$ cat src/rtl/psc_pkg.sv
package psc_pkg;
    typedef enum logic [2:0] {
        PS_IDLE    = 3'd0,
        PS_SHIFT   = 3'd1,
        PS_CAPTURE = 3'd2,
        PS_WAIT    = 3'd3,
        PS_UNLOAD  = 3'd4
    } psc_state_e;
endpackage

$ cat src/rtl/psc_chain.sv
module psc_chain #(
    parameter int unsigned N_SCAN       = 4,
    parameter bit          INPUT_AT_MSB = 1'b0
) (
    input  logic              clk,
    input  logic              rst_n,
    input  logic              shift_en,
    input  logic              load_en,
    input  logic              scan_in,
    input  logic [N_SCAN-1:0] func_d,
    output logic [N_SCAN-1:0] elem_q,
    output logic              scan_out
);
    logic [N_SCAN-1:0] pos_d;
    logic [N_SCAN-1:0] pos_q;
    logic [N_SCAN-1:0] shift_src;

    for (genvar p = 0; p < N_SCAN; p++) begin : g_pos
        localparam int unsigned ELEM = INPUT_AT_MSB ? (N_SCAN - 1 - p) : p;
        if (p == 0) begin : g_head
            assign shift_src[p] = scan_in;
        end else begin : g_body
            assign shift_src[p] = pos_q[p-1];
        end
        assign pos_d[p]     = shift_en ? shift_src[p] :
                              load_en  ? func_d[ELEM] : pos_q[p];
        assign elem_q[ELEM] = pos_q[p];
    end

    always_ff @(posedge clk or negedge rst_n) begin
        if (!rst_n) pos_q <= '0;
        else        pos_q <= pos_d;
    end

    assign scan_out = pos_q[N_SCAN-1];
endmodule

$ cat src/rtl/psc_hold.sv
module psc_hold #(
    parameter int unsigned N_HOLD = 3
) (
    input  logic              clk,
    input  logic              rst_n,
    input  logic              en,
    input  logic [N_HOLD-1:0] d,
    output logic [N_HOLD-1:0] q
);
    logic [N_HOLD-1:0] q_d;
    logic [N_HOLD-1:0] q_q;

    always_comb q_d = en ? d : q_q;

    always_ff @(posedge clk or negedge rst_n) begin
        if (!rst_n) q_q <= '0;
        else        q_q <= q_d;
    end

    assign q = q_q;
endmodule

$ cat src/rtl/psc_seq.sv
module psc_seq
    import psc_pkg::*;
#(
    parameter int unsigned N_SCAN = 4,
    parameter int unsigned CYC_W  = 16,
    localparam int unsigned CW    = $clog2(N_SCAN + 1)
) (
    input  logic              clk,
    input  logic              rst_n,
    input  logic              rec_valid,
    output logic              rec_ready,
    input  logic [N_SCAN-1:0] rec_bits,
    input  logic [CW-1:0]     rec_shift,
    input  logic              rec_capture,
    input  logic              rec_last,
    input  logic [CW-1:0]     rec_unload,
    input  logic              resp_ready,
    output logic              resp_valid,
    output logic              scan_in,
    output logic              scan_en,
    output logic              shift_fire,
    output logic              load_func,
    output logic              done,
    output logic [CYC_W-1:0]  cycle_count,
    output logic [CYC_W-1:0]  vec_count
);
    typedef struct packed {
        psc_state_e        st;
        logic [CW-1:0]     remain;
        logic [N_SCAN-1:0] bits;
        logic              cap;
        logic              last;
        logic [CW-1:0]     unload;
        logic [CYC_W-1:0]  cyc;
        logic [CYC_W-1:0]  vec;
        logic              done;
    } seq_t;

    seq_t s_d, s_q;
    logic accept, fire, after_shift, finish;

    function automatic logic [CW-1:0] clamp_len(input logic [CW-1:0] v);
        return (v > CW'(N_SCAN)) ? CW'(N_SCAN) : v;
    endfunction

    always_comb begin
        s_d         = s_q;
        after_shift = 1'b0;
        finish      = 1'b0;
        rec_ready   = (s_q.st == PS_IDLE) || (s_q.st == PS_WAIT);
        resp_valid  = (s_q.st == PS_SHIFT) || (s_q.st == PS_UNLOAD);
        accept      = rec_valid && rec_ready;
        fire        = resp_valid && resp_ready;

        case (s_q.st)
            PS_IDLE, PS_WAIT: begin
                if (accept) begin
                    s_d.bits   = rec_bits;
                    s_d.cap    = rec_capture;
                    s_d.last   = rec_last;
                    s_d.unload = clamp_len(rec_unload);
                    s_d.remain = clamp_len(rec_shift);
                    if (s_q.st == PS_IDLE) begin
                        s_d.vec  = CYC_W'(1);
                        s_d.cyc  = '0;
                        s_d.done = 1'b0;
                    end else begin
                        s_d.vec = s_q.vec + 1'b1;
                    end
                    if (s_d.remain != '0) s_d.st = PS_SHIFT;
                    else                  after_shift = 1'b1;
                end
            end
            PS_SHIFT: begin
                if (fire) begin
                    s_d.remain = s_q.remain - 1'b1;
                    s_d.cyc    = s_q.cyc + 1'b1;
                    if (s_q.remain == CW'(1)) after_shift = 1'b1;
                end
            end
            PS_CAPTURE: begin
                s_d.cyc = s_q.cyc + 1'b1;
                finish  = 1'b1;
            end
            PS_UNLOAD: begin
                if (fire) begin
                    s_d.remain = s_q.remain - 1'b1;
                    s_d.cyc    = s_q.cyc + 1'b1;
                    if (s_q.remain == CW'(1)) begin
                        s_d.st   = PS_IDLE;
                        s_d.done = 1'b1;
                    end
                end
            end
            default: s_d.st = PS_IDLE;
        endcase

        if (after_shift) begin
            if (s_d.cap) s_d.st = PS_CAPTURE;
            else         finish = 1'b1;
        end

        if (finish) begin
            if (s_d.last) begin
                if (s_d.unload != '0) begin
                    s_d.st     = PS_UNLOAD;
                    s_d.remain = s_d.unload;
                end else begin
                    s_d.st   = PS_IDLE;
                    s_d.done = 1'b1;
                end
            end else begin
                s_d.st = PS_WAIT;
            end
        end

        scan_en     = (s_q.st == PS_SHIFT) || (s_q.st == PS_UNLOAD) || (s_q.st == PS_WAIT);
        shift_fire  = fire;
        load_func   = (s_q.st == PS_IDLE) || (s_q.st == PS_CAPTURE);
        scan_in     = (s_q.st == PS_SHIFT) ? s_q.bits[s_q.remain - 1'b1] : 1'b0;
        done        = s_q.done;
        cycle_count = s_q.cyc;
        vec_count   = s_q.vec;
    end

    always_ff @(posedge clk or negedge rst_n) begin
        if (!rst_n) begin
            s_q    <= '0;
            s_q.st <= PS_IDLE;
        end else begin
            s_q <= s_d;
        end
    end
endmodule

$ cat src/rtl/psc_top.sv
module psc_top #(
    parameter int unsigned N_SCAN       = 4,
    parameter int unsigned N_HOLD       = 3,
    parameter int unsigned CYC_W        = 16,
    parameter bit          INPUT_AT_MSB = 1'b0,
    localparam int unsigned CW          = $clog2(N_SCAN + 1)
) (
    input  logic              clk,
    input  logic              rst_n,
    input  logic              rec_valid,
    output logic              rec_ready,
    input  logic [N_SCAN-1:0] rec_bits,
    input  logic [CW-1:0]     rec_shift,
    input  logic              rec_capture,
    input  logic              rec_last,
    input  logic [CW-1:0]     rec_unload,
    output logic              resp_valid,
    input  logic              resp_ready,
    output logic              resp_bit,
    input  logic [N_SCAN-1:0] func_scan_d,
    input  logic [N_HOLD-1:0] func_hold_d,
    output logic [N_SCAN-1:0] scan_q,
    output logic [N_HOLD-1:0] hold_q,
    output logic              scan_en,
    output logic              scan_clk_en,
    output logic              hold_clk_en,
    output logic              scan_in,
    output logic              done,
    output logic [CYC_W-1:0]  cycle_count,
    output logic [CYC_W-1:0]  full_scan_cycles
);
    logic             shift_fire;
    logic             load_func;
    logic [CYC_W-1:0] vec_count;

    psc_seq #(.N_SCAN(N_SCAN), .CYC_W(CYC_W)) u_seq (
        .clk         (clk),
        .rst_n       (rst_n),
        .rec_valid   (rec_valid),
        .rec_ready   (rec_ready),
        .rec_bits    (rec_bits),
        .rec_shift   (rec_shift),
        .rec_capture (rec_capture),
        .rec_last    (rec_last),
        .rec_unload  (rec_unload),
        .resp_ready  (resp_ready),
        .resp_valid  (resp_valid),
        .scan_in     (scan_in),
        .scan_en     (scan_en),
        .shift_fire  (shift_fire),
        .load_func   (load_func),
        .done        (done),
        .cycle_count (cycle_count),
        .vec_count   (vec_count)
    );

    psc_chain #(.N_SCAN(N_SCAN), .INPUT_AT_MSB(INPUT_AT_MSB)) u_chain (
        .clk      (clk),
        .rst_n    (rst_n),
        .shift_en (shift_fire),
        .load_en  (load_func),
        .scan_in  (scan_in),
        .func_d   (func_scan_d),
        .elem_q   (scan_q),
        .scan_out (resp_bit)
    );

    psc_hold #(.N_HOLD(N_HOLD)) u_hold (
        .clk   (clk),
        .rst_n (rst_n),
        .en    (load_func),
        .d     (func_hold_d),
        .q     (hold_q)
    );

    assign scan_clk_en      = shift_fire | load_func;
    assign hold_clk_en      = load_func;
    assign full_scan_cycles = vec_count * CYC_W'(N_SCAN + 1) + CYC_W'(N_SCAN);
endmodule

$ cat config.mk
export PLATFORM = sky130hd
export DESIGN_NAME = psc_top
export DESIGN_NICKNAME = d
export VERILOG_FILES = /design/src/rtl/psc_pkg.sv /design/src/rtl/psc_chain.sv /design/src/rtl/psc_hold.sv /design/src/rtl/psc_seq.sv /design/src/rtl/psc_top.sv
export SDC_FILE = /design/constraint.sdc
export NUM_CORES = 1
export LEC_CHECK = 0
export BUFFER_PORTS_ARGS = -buffer_cell sky130_fd_sc_hd__clkbuf_2
export CORE_UTILIZATION = 50
export CTS_BUF_LIST = sky130_fd_sc_hd__clkbuf_16
export DETAILED_ROUTE_END_ITERATION = 7
export GPL_TIMING_DRIVEN = 0
export PLACE_DENSITY_LB_ADDON = 0.05
export SLEW_MARGIN = 20
export SYNTH_ARGS = -nofsm -noshare
export SYNTH_HDL_FRONTEND = slang
export SYNTH_SLANG_ARGS = --single-unit
$ cat constraint.sdc
create_clock -name clk -period 3.07 [get_ports clk]
set_input_delay 0.1535 -clock clk [delete_from_list [all_inputs] [get_ports clk]]
set_output_delay 0.1535 -clock clk [all_outputs]
set_load 0.02 [all_outputs]
==> flow_metrics.tcl, run 1 <==
set metrics [dict create \
    slew_violations 0 \
    io_pins 70 \
    fp.dieArea_sq_um 8470 \
    async_flop_share_pct 100 \
    max_stage_delay_ns 0.43 \
    worstPathMaxFanout 3 \
    period_share_pct 96.4 \
    routedWlPerCell_microns 13.7 \
    io_buffers 67 \
    cpMaxStageDelayCell "dfrtp_2" \
    vias 3469 \
    antenna_cells 0 \
    drt-total-wl_mm 8.73 \
    syn_nets 513 \
    slew_headroom_pct 49.8 \
    drv_cap 0 \
    cts_root_buf "clkbuf_16" \
    clock-sinks 55 \
    fmax_mhz 338 \
    synthDistinctLibCells 58 \
    multi_input_area_sq_um 2550 \
    end_kind "output pin" \
    final_common_cell "clkbuf_2" \
    crit_end "full_scan_cycles[15]" \
    drtIter0Drc 153 \
    initial_core_util_pct 52.2 \
    finalClockSkew_ns 0.00901 \
    area_growth_pct 22.0 \
    layout_common_cells "clkbuf_2 (64), nand2_1 (51), dfrtp_1 (48), nor2_1 (42), buf_4 (33)" \
    path_class "reg -> out" \
    die_y_microns 92.0 \
    cp-start-kind "flop" \
    r2r_slack_ns 0.89 \
    nNetsFinal 600 \
    clk_latency_ns 0.30 \
    cts_buffers 5 \
    critPathArrivalTime_ns 2.80 \
    cts_tree "yes" \
    yosysWarnings 0 \
    tns_ns 0 \
    p_leak_nw 2.49 \
    final-hold-violation-count 0 \
    gp_congestion 0.856 \
    antenna_found_initial 0 \
    fillers 666 \
    grt_max_degree 36 \
    power_mw 3.44 \
    grt_pass1_vias 3233 \
    irDropWorstVdd_uv 465 \
    detail_route.first_pass.iterations 4 \
    reg2regPathDepth 6 \
    grt_overflow 0 \
    power_density_nw_per_um2 696 \
    crit_start "u_seq.vec_count[3]" \
    cts.htree.levels 2 \
    grt_pass1_wl_mm 14.7 \
    synthFlopType "dfrtp_1" \
    synth_edf_count 0 \
    cts.clk_slew.worst_paths_ns 0.07 \
    synth_area_per_cell_sq_um 9.05 \
    path_cells "ha_1 > ha_1 > ha_2 > fa_2 > a211oi_4 > o21ai_2 > nand2_1 > buf_4 > o21a_1 > a311oi_2 > buf_4" \
    worst_pin_slew_ns 0.751 \
    antenna_left 0 \
    worst-path-stages 11 \
    ff_latch_area_sq_um 1390 \
    synth_area_sq_um 4050 \
    die_w_microns 92.0 \
    ys_ff_latch 55 \
    synth.yosys.seq_area_share_pct 34.0 \
    clock_path_buffers 2 \
    rr_startpoint "u_seq.s_q[46]" \
    grt_use_total_pct 21.3 \
    crit_buf_inv 2 \
    syn_inst 448 \
    worstPathRequired_ns 2.92 \
    r2r-end "u_seq.vec_count[7]" \
    hpwlAfterDp_mm 6.45 \
    drive_gt1_share_pct 28.4 \
    finalSetupViolations 0 \
    drc 0 \
    coreArea_sq_um 7770 \
    rows 32 \
    cp_top_family "adder cells" \
    via_per_inst 5.44 \
    hold_class "in -> reg" \
    finalCriticalPeriod_ns 2.96 \
    status "completed" \
]
==> worst min-delay path, cell delays in order <==
cell and delay [ns]:
clkbuf_2 0.07, nand2_1 0.04, nand2_1 0.04
==> through the flow <==
| stage | area (sq um) | hold WS, ns | cells | util [%] | setup slack (ns) |
|---|---|---|---|---|---|
| final | 4950 | 0.0434 | 638 | 63.7 | 0.112 |
| after global routing | 4950 | 0.0687 | 638 | 63.7 | -0.0387 |
| after CTS | 4810 | 0.0424 | 630 | 61.9 | 0.0147 |
| after detailed placement | 4540 | 0.0930 | 618 | 58.4 | 0.0190 |
| after global placement | 4520 | 0.346 | 617 | 58.2 | 0.0701 |
| after floorplan | 4050 | -0.142 | 448 | - | 0.124 |
==> state kept, by name, indices dropped and copies added, names as in the netlist <==
name / cells
u_seq.done: 1
u_seq.cycle_count: 16
u_hold.q: 3
u_seq.vec_count: 16
u_chain.elem_q: 4
u_seq.s_q: 15
==> worst min path at each step <==
stage / from / endpoint / slack, ns / cells after the start
after global routing: rec_bits[0] / u_seq.s_q[38] / 0.07 / 3
final: rec_bits[0] / u_seq.s_q[38] / 0.04 / 3
after global placement: rec_bits[1] / u_seq.s_q[39] / 0.35 / 3
after CTS: rec_bits[0] / u_seq.s_q[38] / 0.04 / 3
after detailed placement: rst_n / u_seq.vec_count[13] / 0.09 / 1
after floorplan: rst_n / u_chain.elem_q[0] / -0.14 / 0
==> cells in the mapped netlist (all sizes together) (7+ instances only) <==
cell | instances | area share, %
dfrtp | 55 | 34
nand2 | 51 | 4.7
nor2 | 42 | 3.9
ha | 41 | 13
buf | 27 | 4.5
xor2 | 26 | 5.6
o21ai | 20 | 2.5
a21oi | 18 | 2.2
inv | 17 | 1.6
nand3 | 16 | 2.1
xnor2 | 13 | 2.8
nand4 | 11 | 1.7
and3 | 9 | 1.4
clkbuf | 7 | 0.65
nand2b | 7 | 1.1
nor3 | 7 | 1.2
==> power by group <==
part	switching, mW	total [mW]	internal [mW]
Clock	0.278	0.590	0.312
Combinational	1.10	1.79	0.691
Sequential	0.145	1.06	0.916
Total	1.52	3.44	1.92
==> routing by layer <==
layer	part of all wire, %	vias to the layer above	global-route usage (%)	wire length, microns
li1	-	1755	-	-
met1	45	1633	27.2	3970
met2	49	69	36.7	4310
met3	3.4	12	3.32	295
met4	1.7	0	7.03	152
met5	0	-	0	0
==> final cells by class <==
class | count | share of cell area [%]
repair buffers | 80 | 9.21
clock buffers | 5 | 2.53
flip-flops and latches | 55 | 28.0
clock inverters | 3 | 0.557
multi-input cells | 342 | 51.6
well taps | 102 | 2.58
inverters | 17 | 1.29
plain buffers | 34 | 4.25
==> cells by family after synthesis <==
logic type | after synthesis | share of synthesized area (%)
compound gates | 86 | 15.1
xor+xnor | 39 | 8.43
fa+ha+maj | 42 | 13.1
buf+inv | 51 | 6.76
flops | 55 | 34.0
mux | 7 | 2.13
simple gates | 168 | 20.5
==> timing repair <==
action | in CTS | in global routing
setup endpoints to repair | 6 | 6
resized for setup | 18 | 17
pin swaps | 6 | 8
hold buffers | 1 | 0
buffers inserted | 3 | 8
hold endpoints to repair | 20 | 0
No activity file was read; power rests on OpenSTA's default activity.
==> run 2, diff against run 1 <==
- SETUP_SLACK_MARGIN: default -> 0.4
==> run 2 against run 1 <==
Net effect: flip-flop and latch count stayed put; clock skew is 0.00058 ns higher; core utilization is 3.3 points higher; final cell count is 0.63% higher; non-clock buffer count is 4 higher; worst hold slack better by 0.0041 ns; clock power is 2% lower; final area is 5.1% higher; critical path depth is 2 lower; register-to-register slack worse by 0.02 ns; highest routed layer unchanged.
==> flow_metrics.tcl, run 2 (synthesized netlist as in run 1, its figures left out) <==
set metrics [dict create \
    drt-total-wl_mm 9.20 \
    drc 0 \
    drtIter0Drc 143 \
    cp-start-kind "flop" \
    max_stage_delay_ns 0.41 \
    layout_common_cells "clkbuf_2 (59), nand2_1 (51), dfrtp_1 (47), nor2_1 (42), buf_4 (38)" \
    cts.clk_slew.worst_paths_ns 0.07 \
    rows 32 \
    slew_headroom_pct 49.4 \
    path_class "reg -> out" \
    cts_tree "yes" \
    grt_pass1_wl_mm 15.6 \
    cp_top_family "adder cells" \
    routedWlPerCell_microns 14.3 \
    hold_class "in -> reg" \
    io_pins 70 \
    drv_cap 0 \
    cpMaxStageDelayCell "dfrtp_1" \
    finalCriticalPeriod_ns 2.89 \
    hpwlAfterDp_mm 6.53 \
    power_mw 3.54 \
    pwr-share-comb_pct 53.5 \
    final-hold-violation-count 0 \
    die_y_microns 92.0 \
    fmax_mhz 347 \
    end_kind "output pin" \
    via_per_inst 5.50 \
    antenna_cells 0 \
    cts.htree.levels 2 \
    grt_pass1_vias 3466 \
    critPathArrivalTime_ns 2.73 \
    die_w_microns 92.0 \
    pwr-share-clk_pct 16.4 \
    drive_gt1_share_pct 32.2 \
    irDropWorstVdd_uv 495 \
    clock_path_buffers 2 \
    final_common_cell "clkbuf_2" \
    slew_violations 0 \
    grt_overflow 0 \
    clk_latency_ns 0.29 \
    cts_root_buf "clkbuf_16" \
    timing.final.ws_setup_ns 0.184 \
    power_density_nw_per_um2 680 \
    coreArea_sq_um 7770 \
    finalClockSkew_ns 0.00958 \
    initial_core_util_pct 52.2 \
    crit_top_cell "ha_1" \
    io_buffers 67 \
    status "completed" \
    rsz0062_at_grt "true" \
    period_share_pct 94.0 \
    p_leak_nw 2.54 \
    clock-sinks 55 \
    area_growth_pct 28.3 \
    timing.hold.ws_ns 0.0474 \
    gp_congestion 0.848 \
    grt_use_total_pct 22.6 \
    crit_buf_inv 1 \
    worstPathRequired_ns 2.92 \
    nNetsFinal 604 \
    antenna_found_initial 0 \
    tns_ns 0 \
    detail_route.first_pass.iterations 6 \
    grt_max_degree 33 \
    vias 3531 \
    worstPathMaxFanout 4 \
    path_cells "ha_1 > ha_1 > ha_4 > o21ai_0 > a21oi_1 > nand2_1 > o21a_1 > a311oi_2 > buf_4" \
    p_int_mw 1.98 \
    cts_buffers 5 \
    dp_slack_ns 0.187 \
    antenna_left 0 \
    worst_pin_slew_ns 0.756 \
    fp.dieArea_sq_um 8470 \
    finalSetupViolations 0 \
    switchingPower_mw 1.56 \
    switching_share_pct 44.1 \
    pwr-share-seq_pct 30.0 \
]
## run 2: cell type report
type,count,area [sq um]
timing repair buffer,84,517
clock buffer,5,125
buffer,34,210
sequential,55,1390
clock inverter,3,22.5
multi-input combinational,342,2750
fill,663,2570
inverter,17,63.8
tap,102,128
## run 2: tightest hold or removal path: stages
cell      delay [ns]
clkbuf_2        0.07
nand2_1         0.04
nand2_1         0.04
## run 2: path summary, 6_finish.rpt
| kind | from | slack, ns | cells past startpoint | to |
|---|---|---|---|---|
| hold / removal | rec_bits[1] | 0.05 | 3 | u_seq.s_q[39] |
| setup reg to reg | u_seq.s_q[46] | 0.87 | 6 | u_seq.vec_count[10] |
| max in group asynchronous | rst_n | 2.24 | 3 | u_seq.vec_count[10] |
| hold reg to reg | u_seq.s_q[40] | 0.49 | 2 | u_seq.s_q[40] |
| setup / recovery | u_seq.vec_count[8] | 0.18 | 9 | full_scan_cycles[15] |
| min in group asynchronous | rst_n | 0.34 | 2 | u_seq.vec_count[13] |
## run 2: power by group through the flow
stage                     Combinational [mW]  Clock [mW]  Sequential (mW)
after floorplan                         1.23           0             1.11
after global placement                  1.71           0             1.08
after detailed placement                1.74           0             1.09
after CTS                               1.89       0.596             1.06
after global routing                    2.09       0.624             1.09
final                                   1.89       0.581             1.06
## run 2: what timing repair did
action | CTS | global route
pin swaps | 17 | 18
setup buffers | 14 | 1
resized for setup | 49 | 14
hold buffers | 1 | 0
endpoints found under the setup margin | 9 | 8
gates cloned | 0 | 0
hold endpoints to repair | 23 | 0
## run 2: routing by layer
layer | vias up | global-route usage (%) | share of wire (%)
met2 | 71 | 40.1 | 52
met3 | 17 | 2.99 | 3.2
met1 | 1690 | 28.4 | 43
li1 | 1753 | - | -
met4 | 0 | 7.03 | 1.8
met5 | - | 0 | 0
## run 2: metrics by stage
| step | std cells | utilization, % | cell area (sq um) |
|---|---|---|---|
| 6_report | 642 | 66.9 | 5200 |
| 5_1_grt | 642 | 66.9 | 5200 |
| 4_1_cts | 641 | 65.7 | 5100 |
| 3_5_place_dp | 618 | 58.8 | 4570 |
| 3_3_place_gp | 617 | 58.5 | 4540 |
| 2_1_floorplan | 448 | - | 4080 |
==> run 3, diff against run 2 <==
- BUFFER_PORTS_ARGS: -buffer_cell sky130_fd_sc_hd__clkbuf_2 -> default
- CORE_UTILIZATION: 50 -> 45
- DONT_BUFFER_PORTS: default -> 1
==> run 3 against run 2 <==
Net effect: critical endpoint unchanged; register-to-register slack worse by 0.23 ns; global-route usage down 2.0 points; clock-buffer cell count did not move; clock power shrank 1%; combinational power fell by 7%; maximum frequency increased by 0.57%; via count decreased by 7.1%; critical path type unchanged; core utilization decreased by 9.4 points; first-iteration DRC count is 46% lower; wire length up 3.4%; setup slack better by 0.016 ns; final area down 3.6%.
==> flow_metrics.tcl, run 3 (synthesized netlist as in run 1, its figures left out) <==
set metrics [dict create \
    routedWlPerCell_microns 16.2 \
    worstPathMaxFanout 3 \
    period_share_pct 93.5 \
    finalSetupViolations 0 \
    drt-total-wl_mm 9.51 \
    grt_pass1_vias 3384 \
    drv_cap 0 \
    final-hold-violation-count 0 \
    pwr-share-comb_pct 50.5 \
    finalClockSkew_ns 0.00423 \
    clock_path_buffers 2 \
    switchingPower_mw 1.53 \
    p_int_mw 1.93 \
    gp_congestion 0.819 \
    clk_latency_ns 0.29 \
    place_area_sq_um 4220 \
    fillers 773 \
    cts_root_buf "clkbuf_16" \
    multi_input_area_sq_um 2850 \
    fmax_mhz 349 \
    max_stage_delay_ns 0.46 \
    path_class "reg -> out" \
    fp.dieArea_sq_um 9390 \
    coreArea_sq_um 8720 \
    ff_latch_area_sq_um 1390 \
    nNetsFinal 545 \
    antenna_left 0 \
    initial_core_util_pct 46.5 \
    grt_max_degree 56 \
    rsz0062_at_grt "true" \
    via_per_inst 5.57 \
    area_growth_pct 23.7 \
    switching_share_pct 44.3 \
    io_buffers 0 \
    cts.htree.levels 2 \
    drc 0 \
    grt_overflow 0 \
    vias 3281 \
    pwr-share-seq_pct 32.9 \
    slew_violations 0 \
    path_cells "ha_4 > ha_4 > ha_4 > fa_2 > a211oi_2 > o21ai_1 > nand2_1 > buf_6 > o21a_1 > a311oi_4" \
    irDropWorstVdd_uv 393 \
    final_common_cell "nand2_1" \
    cts_tree "yes" \
    power_mw 3.46 \
    status "completed" \
    cpMaxStageDelayCell "dfrtp_2" \
    r2r_slack_ns 0.64 \
    timing.hold.ws_ns 0.00914 \
    die_w_microns 96.9 \
    slew_headroom_pct 42.4 \
    grt_pass1_wl_mm 16.0 \
    grt_use_total_pct 20.5 \
    tns_ns 0 \
    io_pins 70 \
    stdcell_area_sq_um 5010 \
    clock-sinks 55 \
    p_leak_nw 2.24 \
    drive_gt1_share_pct 24.7 \
    antenna_cells 0 \
    finalCriticalPeriod_ns 2.87 \
    cts.clk_slew.worst_paths_ns 0.07 \
    drtIter0Drc 77 \
    dpl.cell_count 556 \
    worst_pin_slew_ns 0.863 \
    rows 34 \
    detail_route.first_pass.iterations 4 \
    worstPathRequired_ns 2.92 \
    layout_common_cells "nand2_1 (50), dfrtp_1 (46), nor2_1 (41), buf_4 (37), ha_4 (27)" \
    antenna_found_initial 0 \
    power_density_nw_per_um2 690 \
    cts_buffers 5 \
    crit_top_cell "ha_4" \
    stdcell_count 589 \
    critPathArrivalTime_ns 2.72 \
    end_kind "output pin" \
    hold_class "in -> reg" \
    cp-start-kind "flop" \
    hpwlAfterDp_mm 6.44 \
    pwr-share-clk_pct 16.5 \
    die_y_microns 96.9 \
]
## run 3: worst paths after layout
check,from,to,cells past startpoint
worst max-delay path,u_seq.vec_count[3],full_scan_cycles[15],10
worst min-delay path,func_hold_d[0],u_hold.q[0],1
worst max register to register,u_seq.s_q[42],u_chain.elem_q[0],7
worst min register to register,u_seq.s_q[40],u_seq.s_q[40],2
max in group asynchronous,rst_n,u_seq.vec_count[1],2
min in group asynchronous,rst_n,u_seq.vec_count[2],2
## run 3: stage by stage
stage | utilization [%] | setup WS [ns]
floorplan | - | 0.395
global placement | 48.3 | 0.165
detailed placement | 48.3 | 0.155
CTS | 55.6 | 0.151
global route | 57.5 | 0.125
finish | 57.5 | 0.201
## run 3: per-layer routing
metal  global-route usage [%]  up-vias  routed length, microns
met2                     35.2       69                    4740
met4                     6.77        0                     232
met5                        0        -                       0
li1                         -     1636                       -
met3                     3.18       20                     344
met1                     26.4     1556                    4200
## run 3: layout make-up
| type | instances | share of cell area (%) |
|---|---|---|
| inverter | 17 | 1.27 |
| clock buffer | 5 | 2.50 |
| tap | 108 | 2.69 |
| timing repair buffer | 25 | 4.52 |
| clock inverter | 3 | 0.399 |
| sequential | 55 | 27.7 |
| buffer | 34 | 4.19 |
| multi-input combinational | 342 | 56.8 |
## run 3: what timing repair did
| action | CTS | global route |
|---|---|---|
| pin swaps | 21 | 26 |
| gates resized for setup | 40 | 17 |
| cloned | 0 | 0 |
| hold endpoints to repair | 60 | 0 |
| hold buffers | 7 | 0 |
| endpoints found under the setup margin | 9 | 10 |
| setup buffers | 13 | 5 |
## run 3: power by group through the flow
stage	Clock [mW]	Combinational (mW)	Sequential (mW)
2_1_floorplan	0	1.23	1.11
3_3_place_gp	0	1.48	1.15
3_5_place_dp	0	1.50	1.16
4_1_cts	0.587	1.70	1.14
5_1_grt	0.610	1.94	1.16
6_report	0.573	1.75	1.14
## run 3: critical path: cells and delay by family (launching register included)
kind / cells / cell delay, ns
and+or+nand+nor: 1 / 0.14
buffers and inverters: 1 / 0.14
AOI/OAI and AO/OA: 4 / 0.85
DFF: 1 / 0.46
adders and majority gates: 4 / 0.82
